**src/rtl/msr_pkg.sv**
```systemverilog
// Package: shared line indices and widths for the modem status unit.
// Assumes the four lines are ordered cts, dsr, ri, dcd in both nibbles.
package msr_pkg;
    localparam int unsigned N_LINES  = 4;
    localparam int unsigned IDX_CTS  = 0;
    localparam int unsigned IDX_DSR  = 1;
    localparam int unsigned IDX_RI   = 2;
    localparam int unsigned IDX_DCD  = 3;
    localparam int unsigned STAT_W   = 2 * N_LINES;
    // Lines whose flag reacts only to a falling edge
    localparam logic [N_LINES-1:0] FALL_ONLY_MASK = 4'b0100;
endpackage

```
**src/rtl/msr_sync.sv**
```systemverilog
// Module: multi-stage synchroniser, one chain per bit.
// Assumes each bit is independent (no bus coherency required).
module msr_sync #(
    parameter int unsigned WIDTH  = 4,
    parameter int unsigned STAGES = 2
) (
    input  logic             clk,
    input  logic             rst_n,
    input  logic [WIDTH-1:0] d_async,
    output logic [WIDTH-1:0] q_sync
);
    logic [WIDTH-1:0] chain_q [STAGES];

    // Shift the inputs through the synchroniser chain
    always_ff @(posedge clk) begin
        if (!rst_n) begin
            for (int s = 0; s < STAGES; s++) chain_q[s] <= '0;
        end else begin
            chain_q[0] <= d_async;
            for (int s = 1; s < STAGES; s++) chain_q[s] <= chain_q[s-1];
        end
    end

    assign q_sync = chain_q[STAGES-1];
endmodule

```
**src/rtl/msr_change_latch.sv**
```systemverilog
// Module: edge detection and sticky change flags.
// Assumes rd_stb is a single-cycle strobe; a new event always wins over clear.
module msr_change_latch #(
    parameter int unsigned          WIDTH     = 4,
    parameter logic [WIDTH-1:0]     FALL_ONLY = '0
) (
    input  logic             clk,
    input  logic             rst_n,
    input  logic [WIDTH-1:0] lvl,
    input  logic             rd_stb,
    output logic [WIDTH-1:0] chg_evt,
    output logic [WIDTH-1:0] flags
);
    logic [WIDTH-1:0] prev_q;
    logic [WIDTH-1:0] flag_q;

    for (genvar i = 0; i < WIDTH; i++) begin : g_edge
        if (FALL_ONLY[i]) begin : g_fall
            // Event only on a high-to-low transition
            assign chg_evt[i] = prev_q[i] & ~lvl[i];
        end else begin : g_any
            // Event on any transition
            assign chg_evt[i] = prev_q[i] ^ lvl[i];
        end
    end

    // Track the previous synchronised level
    always_ff @(posedge clk) begin
        if (!rst_n) prev_q <= '0;
        else        prev_q <= lvl;
    end

    // Sticky flags: cleared by a read, set by events of the same cycle
    always_ff @(posedge clk) begin
        if (!rst_n) flag_q <= '0;
        else        flag_q <= (rd_stb ? '0 : flag_q) | chg_evt;
    end

    assign flags = flag_q;
endmodule

```
**src/rtl/msr_irq_gen.sv**
```systemverilog
// Module: interrupt qualification for the change flags.
// Assumes bit IDX_CTS is the only flag gated by automatic flow control.
module msr_irq_gen
    import msr_pkg::*;
(
    input  logic [N_LINES-1:0] flags,
    input  logic               irq_en,
    input  logic               autoflow_en,
    output logic               irq
);
    logic [N_LINES-1:0] src_mask;

    // Build the per-flag interrupt mask and reduce
    always_comb begin
        src_mask          = '1;
        src_mask[IDX_CTS] = ~autoflow_en;
        irq               = irq_en & |(flags & src_mask);
    end
endmodule

```
**src/rtl/modem_status_unit.sv**
```systemverilog
// Module: modem status byte with change flags and interrupt request.
// Assumes the four inputs are held low through reset so no change is
// reported when reset releases.
module modem_status_unit
    import msr_pkg::*;
#(
    parameter int unsigned SYNC_STAGES = 2
) (
    input  logic              clk,
    input  logic              rst_n,
    input  logic              cts_async,
    input  logic              dsr_async,
    input  logic              ri_async,
    input  logic              dcd_async,
    input  logic              rd_stb,
    output logic [STAT_W-1:0] rd_data,
    input  logic              irq_en,
    input  logic              autoflow_en,
    output logic              irq
);
    logic [N_LINES-1:0] raw_in;
    logic [N_LINES-1:0] lvl_sync;
    logic [N_LINES-1:0] chg_evt;
    logic [N_LINES-1:0] flags;

    assign raw_in = {dcd_async, ri_async, dsr_async, cts_async};

    msr_sync #(.WIDTH(N_LINES), .STAGES(SYNC_STAGES)) u_sync (
        .clk     (clk),
        .rst_n   (rst_n),
        .d_async (raw_in),
        .q_sync  (lvl_sync)
    );

    msr_change_latch #(.WIDTH(N_LINES), .FALL_ONLY(FALL_ONLY_MASK)) u_latch (
        .clk     (clk),
        .rst_n   (rst_n),
        .lvl     (lvl_sync),
        .rd_stb  (rd_stb),
        .chg_evt (chg_evt),
        .flags   (flags)
    );

    msr_irq_gen u_irq (
        .flags       (flags),
        .irq_en      (irq_en),
        .autoflow_en (autoflow_en),
        .irq         (irq)
    );

    assign rd_data = {lvl_sync, flags};
endmodule

```
**config.mk**
```make
export PLATFORM = sky130hd
export DESIGN_NAME = modem_status_unit
export DESIGN_NICKNAME = d
export VERILOG_FILES = /design/src/rtl/msr_pkg.sv /design/src/rtl/msr_sync.sv /design/src/rtl/msr_change_latch.sv /design/src/rtl/msr_irq_gen.sv /design/src/rtl/modem_status_unit.sv
export SDC_FILE = /design/constraint.sdc
export NUM_CORES = 1
export LEC_CHECK = 0
export BUFFER_PORTS_ARGS = -buffer_cell sky130_fd_sc_hd__buf_2
export CAP_MARGIN = 20
export CORE_MARGIN = 2
export CORE_UTILIZATION = 35
export DETAILED_ROUTE_END_ITERATION = 6
export PLACE_DENSITY_LB_ADDON = 0.3
export SLEW_MARGIN = 0
export SYNTH_ARGS = -nofsm -noshare
export SYNTH_HDL_FRONTEND = slang
export SYNTH_SLANG_ARGS = --single-unit
```
**constraint.sdc**
```tcl
create_clock -name clk -period 1.2 [get_ports clk]
set_input_delay 0.24 -clock clk [delete_from_list [all_inputs] [get_ports clk]]
set_output_delay 0.24 -clock clk [all_outputs]
set_load 0.01 [all_outputs]
```
==> impl_results.md, run 1 <==
* Core Area at ~1500 sq um
* Max_cap viols at 0
* Yosys top cell by area: dfxtp_1
* Critical-path cell list: nor2b_4, o41a_1, buf_2
* Comb pwr share at 7.7%
* # diodes at 0
* Worst setup EP type: output pin
* Pwr/cell area at 1480 nW/um^2
* R2r worst-path depth at 2
* WL/cell at 9.01 um
* FF-to-FF Start: u_sync.chain_q[0][5]$_SDFF_PN0_
* Pins Over Slew Limit at 0
* Failing checks: negative setup slack
* Largest stage delay on the critical path at 330 ps
* DR vias at 336
* Synth Cell Area at 543 sq um
* Clk root buf: clkbuf_4
* Post-synth top area share at 59.0%
* Area delta synth->final at 22.8%
* Main combinational cell family by area after synthesis: simple AND/OR/NAND/NOR gates
* Share of post-route cells with drive strength above 1 at 40.0%
* Critical path class: flop to output pin
* Initial antenna violation count at 0
* Post-synthesis compound-gate area fraction at about 7.6%
* Post-synthesis mux area share at 0%
* Final setup viols at 1
* Status: complete, but fails checks
* Initial DRC count at 1
* Die width at 43.4 um
* Clock Latency Late Sink at between 200 and 300 ps
* Post-DR vias/cell at 4.15
* Final Worst Setup Slack at -204 ps
* Register bit count reported by yosys at 16
* Clock power share at 35.2%
* Crit share post-route at 117%
* Worst setup path start: u_latch.flags[0]$_SDFF_PN0_
* Post-Layout Inst Area at roughly 670 sq um
* CTS sink count at 16
* Register area share after synthesis at between 50% and 60%
* Initial core utilization at 36.9%
* Post-route DRC at 0
* Req. time, crit path at ~960 ps
* Final Hold Viols at 0
* Bufs on Longest Clock Path at 2
* Die height at 43.4 um
* Multi-input gate area at 188 sq um
* Maximum clock rate at 712 MHz
* Largest net degree at the start of global routing at 17
* CTS tree: yes
* Leakage power at 0.000300 uW
* Routing usage on met2 at 12.5%
* CP max stage cell: dfxtp_2
* Sw frac at 20.5%
* Crit start category: flop
* Sw power at 202 uW
* Top post-synthesis cells by area: dfxtp_1 (59%), and2_1 (14%), nand2b_1 (5.8%)
* Die area at 1880 sq um
* Sequential cell area at 323 sq um
* Cell Int Power at 784 uW
* Number of port buffers at 17
* Slew at the pin with the worst max-slew slack at 200 ps
* Critical Path AT at 1160 ps
* Met1 Use GR at 10.8%
* Min Tclk post-route at 1400 ps
* H-tree depth at 1
* Post-DP Area at 613 sq um
* Relative slew slack at 86.6%
* Synth Area in Simple Gates at 22.1%
* RSZ-0062 raised after global routing: true
* Worst reg-to-reg setup slack at 520 ps
* Setup TNS Final at -204 ps
* Worst Skew at 0.956 ps
* Row cnt at 14
* Vias in the first global route at around 280
* HP Class: input port to flop
* Synth Area in XOR/XNOR at under 10%
* Crit-path max FO at 2
* Syn Nets at 56
* Clock slew at reported path FFs at 90 ps
* Yosys warns at 0
* First-pass GRT wire length at 1190 um
* I/O pin count at 18
* Total GRT Usage at a little under a tenth
* Max VDD drop at 0.000804 V
* Sequential share of power at a little under three fifths
* Post-DRT Antenna Nets at 0
* Detailed Routing Iterations Pass 1 at 4
* Nets at 75
* GRT Max-Usage Layer: met2
* Avg Cell Area, Syn at roughly 12 sq um
* Grt met3 use at 2.50%
* GP Congestion at 0.594
* Fillcell total at 156
* Synth cell types at 9
* Synth Instances at 47
* Gr ovfl total at 0
* R2R Path End: u_latch.flags[1]$_SDFF_PN0_
* Total Wirelength at 730 um
* Adder-cell share of the synthesized area at 0%
* CTS buffer count at 3
* Crit path capture: irq
* Final hold slack at 148 ps
[cell usage after synthesis (all sizes together)]
library cell / count
o41a: 1
dfxtp: 16
nor2b: 1
and2: 12
nand2b: 5
xnor2: 3
a21boi: 4
buf: 5
[worst min path at each step]
stage / start / end / slack [ps] / depth (start not counted)
global placement: u_sync.chain_q[0][1]$_SDFF_PN0_ / u_sync.chain_q[0][5]$_SDFF_PN0_ / 410 / 1
global route: dsr_async / u_sync.chain_q[0][1]$_SDFF_PN0_ / 140 / 2
floorplan: dsr_async / u_sync.chain_q[0][1]$_SDFF_PN0_ / 360 / 1
detailed placement: u_sync.chain_q[0][3]$_SDFF_PN0_ / u_sync.chain_q[0][7]$_SDFF_PN0_ / 420 / 1
CTS: dsr_async / u_sync.chain_q[0][1]$_SDFF_PN0_ / 140 / 2
finish: dsr_async / u_sync.chain_q[0][1]$_SDFF_PN0_ / 150 / 2
[power groups by stage]
stage               Combinational (uW)  Sequential [uW]  Clock, uW
detailed placement                70.9              577          0
finish                            76.1              564        347
global route                      85.3              566        386
floorplan                         43.8              578          0
CTS                               77.8              564        362
global placement                  70.5              576          0
[per-layer routing]
metal | wire (um) | share of wire (%)
met2 | 308 | 42
met4 | 32 | 4.4
met5 | 0 | 0
met3 | 61 | 8.4
met1 | 327 | 45
[layout by cell type, fill, tap and decap left out, types with 2 or more instances in the layout]
cell      synthesis  layout
buf_2             1      17
dfxtp_1          16      14
and2_1           12      12
nand2b_1          5       5
a21boi_1          4       4
xnor2_1           3       3
clkbuf_4          0       3
buf_4             4       2
dfxtp_2           0       2
[metrics by stage]
stage	total power [uW]	util (%)	std cells	setup slack, ps
after floorplan	622	-	47	164
after global placement	646	41.7	75	118
after detailed placement	648	41.7	75	100
after CTS	1000	45.3	81	-217
after global routing	1040	45.3	81	-252
final	987	45.3	81	-204
[worst max-delay path: cells and delay by family (launching register included)]
| family | cells | cell delay [ps] |
|---|---|---|
| AOI/OAI and AO/OA | 1 | 300 |
| buffers and inverters | 1 | 140 |
| DFF | 1 | 330 |
| and+or+nand+nor | 1 | 110 |
[cells by family after synthesis]
family                 count (synthesis)
buffers and inverters                  5
flip-flops                            16
AO/OA/AOI/OAI                          5
XOR/XNOR                               3
AND/OR/NAND/NOR                       18
[cell type report]
class	instances	area share, %
tap	16	3.00
sequential	16	48.4
clock buffer	4	5.44
multi-input combinational	26	28.1
timing repair buffer	19	15.0
[sequential cells by signal, indices dropped and copies added (netlist names)]
name and count:
u_sync.chain_q 8, u_latch.flags 4, u_latch.prev_q 4
[what timing repair did]
item | in CTS | in global routing
setup endpoints to repair | 1 | 1
resized for setup | 2 | 0
buffers inserted | 2 | 0
hold buffers | 0 | 0
No activity file was read; power rests on OpenSTA's default activity.
==> run 2, diff against run 1 <==
- ABC_AREA: not set -> 1
==> run 2 against run 1 <==
Net effect:
- final cell count grew 40%
- sequential share of layout area fell by 2.6 points
- synthesized cell count is 70% higher
- first-iteration DRC count rose to 3.0 times the previous value
- register-to-register slack got worse by 50 ps
- count of clock-buffer cells in the layout did not move
- via count increased by 30%
- combinational power is 0.9% higher
- the run still ends with negative setup slack left
- maximum frequency up 12%
- largest power group unchanged
- sequential power about the same
- critical path depth rose by 2
- routed wire length rose by 11%
==> impl_results.md, run 2 <==
* Clock power share at 34.9% (-0.3 points)
* Largest net degree at the start of global routing at 17 (unchanged)
* Pins Over Slew Limit at 0 (unchanged)
* HP Class: input port to flop
* Gr ovfl total at 0 (unchanged)
* Met1 Use GR at 9.75% (-1.0 points)
* Worst setup EP type: output pin
* Clock Latency Late Sink at 280 ps (about the same)
* Sw power at 211 uW (+4.4%)
* Clock slew at reported path FFs at 90 ps (about the same)
* WL/cell at 7.15 um (-21%)
* Slew at the pin with the worst max-slew slack at 252 ps (+51.8 ps)
* Register bit count reported by yosys at 16 (unchanged)
* Grt met3 use at 2.40% (-0.10 points)
* Worst Skew at 1.71 ps (+0.752 ps)
* Die height at 45.2 um (+4.2%)
* Crit start category: flop
* Routing usage on met2 at 14.3% (+1.7 points)
* Worst Hold Depth at 3 (+1)
* GRT Max-Usage Layer: met2
* Primary FF master, synth: dfxtp_1
* Area delta synth->final at 18.5%
* Synth Instances at 80 (+70%)
* I/O pin count at 18 (unchanged)
* Total Wirelength at 808 um (+11%)
* Req. time, crit path at 960 ps (about the same)
* Pwr/cell area at 1400 nW/um^2 (-5.5%)
* Multi-input gate area at 139 sq um (-26%)
* Total GRT Usage at 9.13% (-0.14 points)
* Die area at 2040 sq um (+8.5%)
* Die width at 45.2 um (+4.2%)
* Max VDD drop at 0.000740 V (-8.0%)
* First-pass GRT wire length at 1280 um (+7.6%)
* Post-synth top cells: nand2_1 (28), inv_1 (25), dfxtp_1 (16), buf_4 (4), nand3_1 (3)
* R2R Path End: u_latch.flags[3]$_SDFF_PN0_
* CTS tree: yes
* Fillcell total at 171 (+9.6%)
* Number of synthesized flops with an enable pin at 0 (unchanged)
* Largest reg by FF count: u_sync.chain_q
* Clk root buf: clkbuf_4
* Worst Hold Endpoint: u_sync.chain_q[0][1]$_SDFF_PN0_
* DP Wirelength at around 600 um
* Sw frac at 21.5% (+0.93 points)
* Detailed Routing Iterations Pass 1 at 3 (-1)
* Sequential cell area at 323 sq um (unchanged)
* Share of post-route cells with drive strength above 1 at 24.7% (-15 points)
* Max FFs per register at 8 (unchanged)
* Min Tclk post-route at 1250 ps (-156 ps)
* # diodes at 0 (unchanged)
* H-tree depth at 1 (unchanged)
* Initial core utilization at 38.6% (+1.7 points)
* DP Worst Slack at 254 ps (+154 ps)
* Yosys warns at 0 (unchanged)
* Hold path start: dsr_async
* Final Worst Setup Slack at -48.0 ps (+156 ps)
* Hold buffers post-CTS at 0 (unchanged)
* Syn Nets at 89 (+59%)
* Synth cell types at 9 (unchanged)
* Nets at 107 (+43%)
* DR vias at 438 (+30%)
* Critical path class: flop to output pin
* Synth Cell Area at 594 sq um (+9.4%)
* Bufs on Longest Clock Path at 2 (unchanged)
* Top post-synthesis cells by area: dfxtp_1 (54%), nand2_1 (18%), inv_1 (16%)
* GP Congestion at 0.644 (+8.4%)
* Post-route DRC at 0 (unchanged)
* CTS sink count at 16 (unchanged)
* Initial DRC count at 3 (+2)
* Most frequent cells in the layout: nand2_1 (28), inv_1 (25), buf_2 (17)
* Post-DR vias/cell at 3.88 (-6.6%)
* RSZ-0062 raised after global routing: true
* Synth async-reset ratio at 0% (unchanged)
* Status: complete, but fails checks
* R2r worst-path depth at 5 (+3)
* Relative slew slack at 83.2% (-3.5 points)
* Vias in the first global route at 351 (+24%)
* FF-to-FF Start: u_sync.chain_q[0][7]$_SDFF_PN0_
* Number of port buffers at 17 (unchanged)
* CTS buffer count at 3 (unchanged)
* Post-synth top area share at 53.9% (-5.1 points)
* Critical Path AT at 1010 ps (-150 ps)
* Comb pwr share at 7.8% (about the same)
* Yosys top cell by area: dfxtp_1
* Post-DRT Antenna Nets at 0 (unchanged)
* Sequential share of power at 57.3% (+0.2 points)
* Crit-path max FO at 2 (unchanged)
* Most frequent cell after synthesis: nand2_1
* Final Hold Viols at 0 (unchanged)
* Initial antenna violation count at 0 (unchanged)
* Commonest non-fill, non-tap cell in the layout: nand2_1
* Cell Int Power at 774 uW (-1.3%)
* Final setup viols at 1 (unchanged)
* Crit share post-route at 104% (-13 points)
* Max_cap viols at 0 (unchanged)
* Register area share after synthesis at 53.9% (-5.1 points)
* Leakage power at 0.000454 uW (+51%)
* Final hold slack at 131 ps (-17.3 ps)
* Maximum clock rate at 801 MHz (+12%)
* Row cnt at 14 (unchanged)
* Core Area at 1540 sq um (+4.8%)
* Worst reg-to-reg setup slack at 470 ps (-50 ps)
* Avg Cell Area, Syn at 7.43 sq um (-36%)
* Failing checks: negative setup slack
==> run 2: worst max-delay path: stages, from the launching register on <==
cell	delay, ps
dfxtp_2	330
nor2_1	100
nand3b_1	80
nand2_1	60
inv_1	30
buf_2	120
==> run 2: metrics by stage <==
step,total power [uW],cell area (sq um),util [%],cells,TNS (ps)
2_1_floorplan,630,594,-,80,0
3_3_place_gp,651,658,42.7,108,0
3_5_place_dp,654,658,42.7,108,0
4_1_cts,1010,704,45.7,113,-68.0
5_1_grt,1030,704,45.7,113,-93.6
6_report,985,704,45.7,113,-48.0
==> run 2: cell families (layout without fill, tap and decap cells) <==
| group | Yosys count | after routing | synth area share, % |
|---|---|---|---|
| and+or+nand+nor | 33 | 33 | 22.1 |
| buffers and inverters | 30 | 47 | 22.7 |
| DFF | 16 | 16 | 53.9 |
| AOI/OAI and AO/OA | 1 | 1 | 1.26 |
==> run 2: power groups by stage <==
| stage | clock (uW) | sequential, uW | combinational [uW] |
|---|---|---|---|
| after floorplan | 0 | 579 | 51.1 |
| after global placement | 0 | 576 | 75.0 |
| after detailed placement | 0 | 577 | 77.5 |
| after CTS | 363 | 565 | 78.7 |
| after global routing | 378 | 567 | 89.2 |
| final | 344 | 564 | 76.8 |
==> run 2: worst max-delay path by stage <==
stage	from	endpoint	slack, ps	depth (start not counted)
floorplan	u_latch.flags[0]$_SDFF_PN0_	irq	330	4
global placement	u_latch.flags[1]$_SDFF_PN0_	irq	270	5
detailed placement	u_latch.flags[1]$_SDFF_PN0_	irq	250	5
CTS	u_latch.flags[2]$_SDFF_PN0_	irq	-70	5
global route	u_latch.flags[2]$_SDFF_PN0_	irq	-90	5
finish	u_latch.flags[2]$_SDFF_PN0_	irq	-50	5
==> run 2: metal layers <==
metal,up-vias,wire length (um)
li1,250,-
met1,173,378
met2,13,360
met3,2,63
met4,0,6
met5,-,0
==> run 2: what timing repair did <==
action	4_1_cts	5_1_grt
pin swaps	1	0
endpoints found under the setup margin	1	1
gates cloned	0	0
setup buffers	1	0
gates resized for setup	2	0
==> run 2: layout make-up <==
cell class	count	share of cell area, %
Tap cell	16	2.84
Multi-Input combinational cell	34	19.7
Inverter	25	13.3
Sequential cell	16	45.8
Timing Repair Buffer	18	13.1
Clock buffer	4	5.15
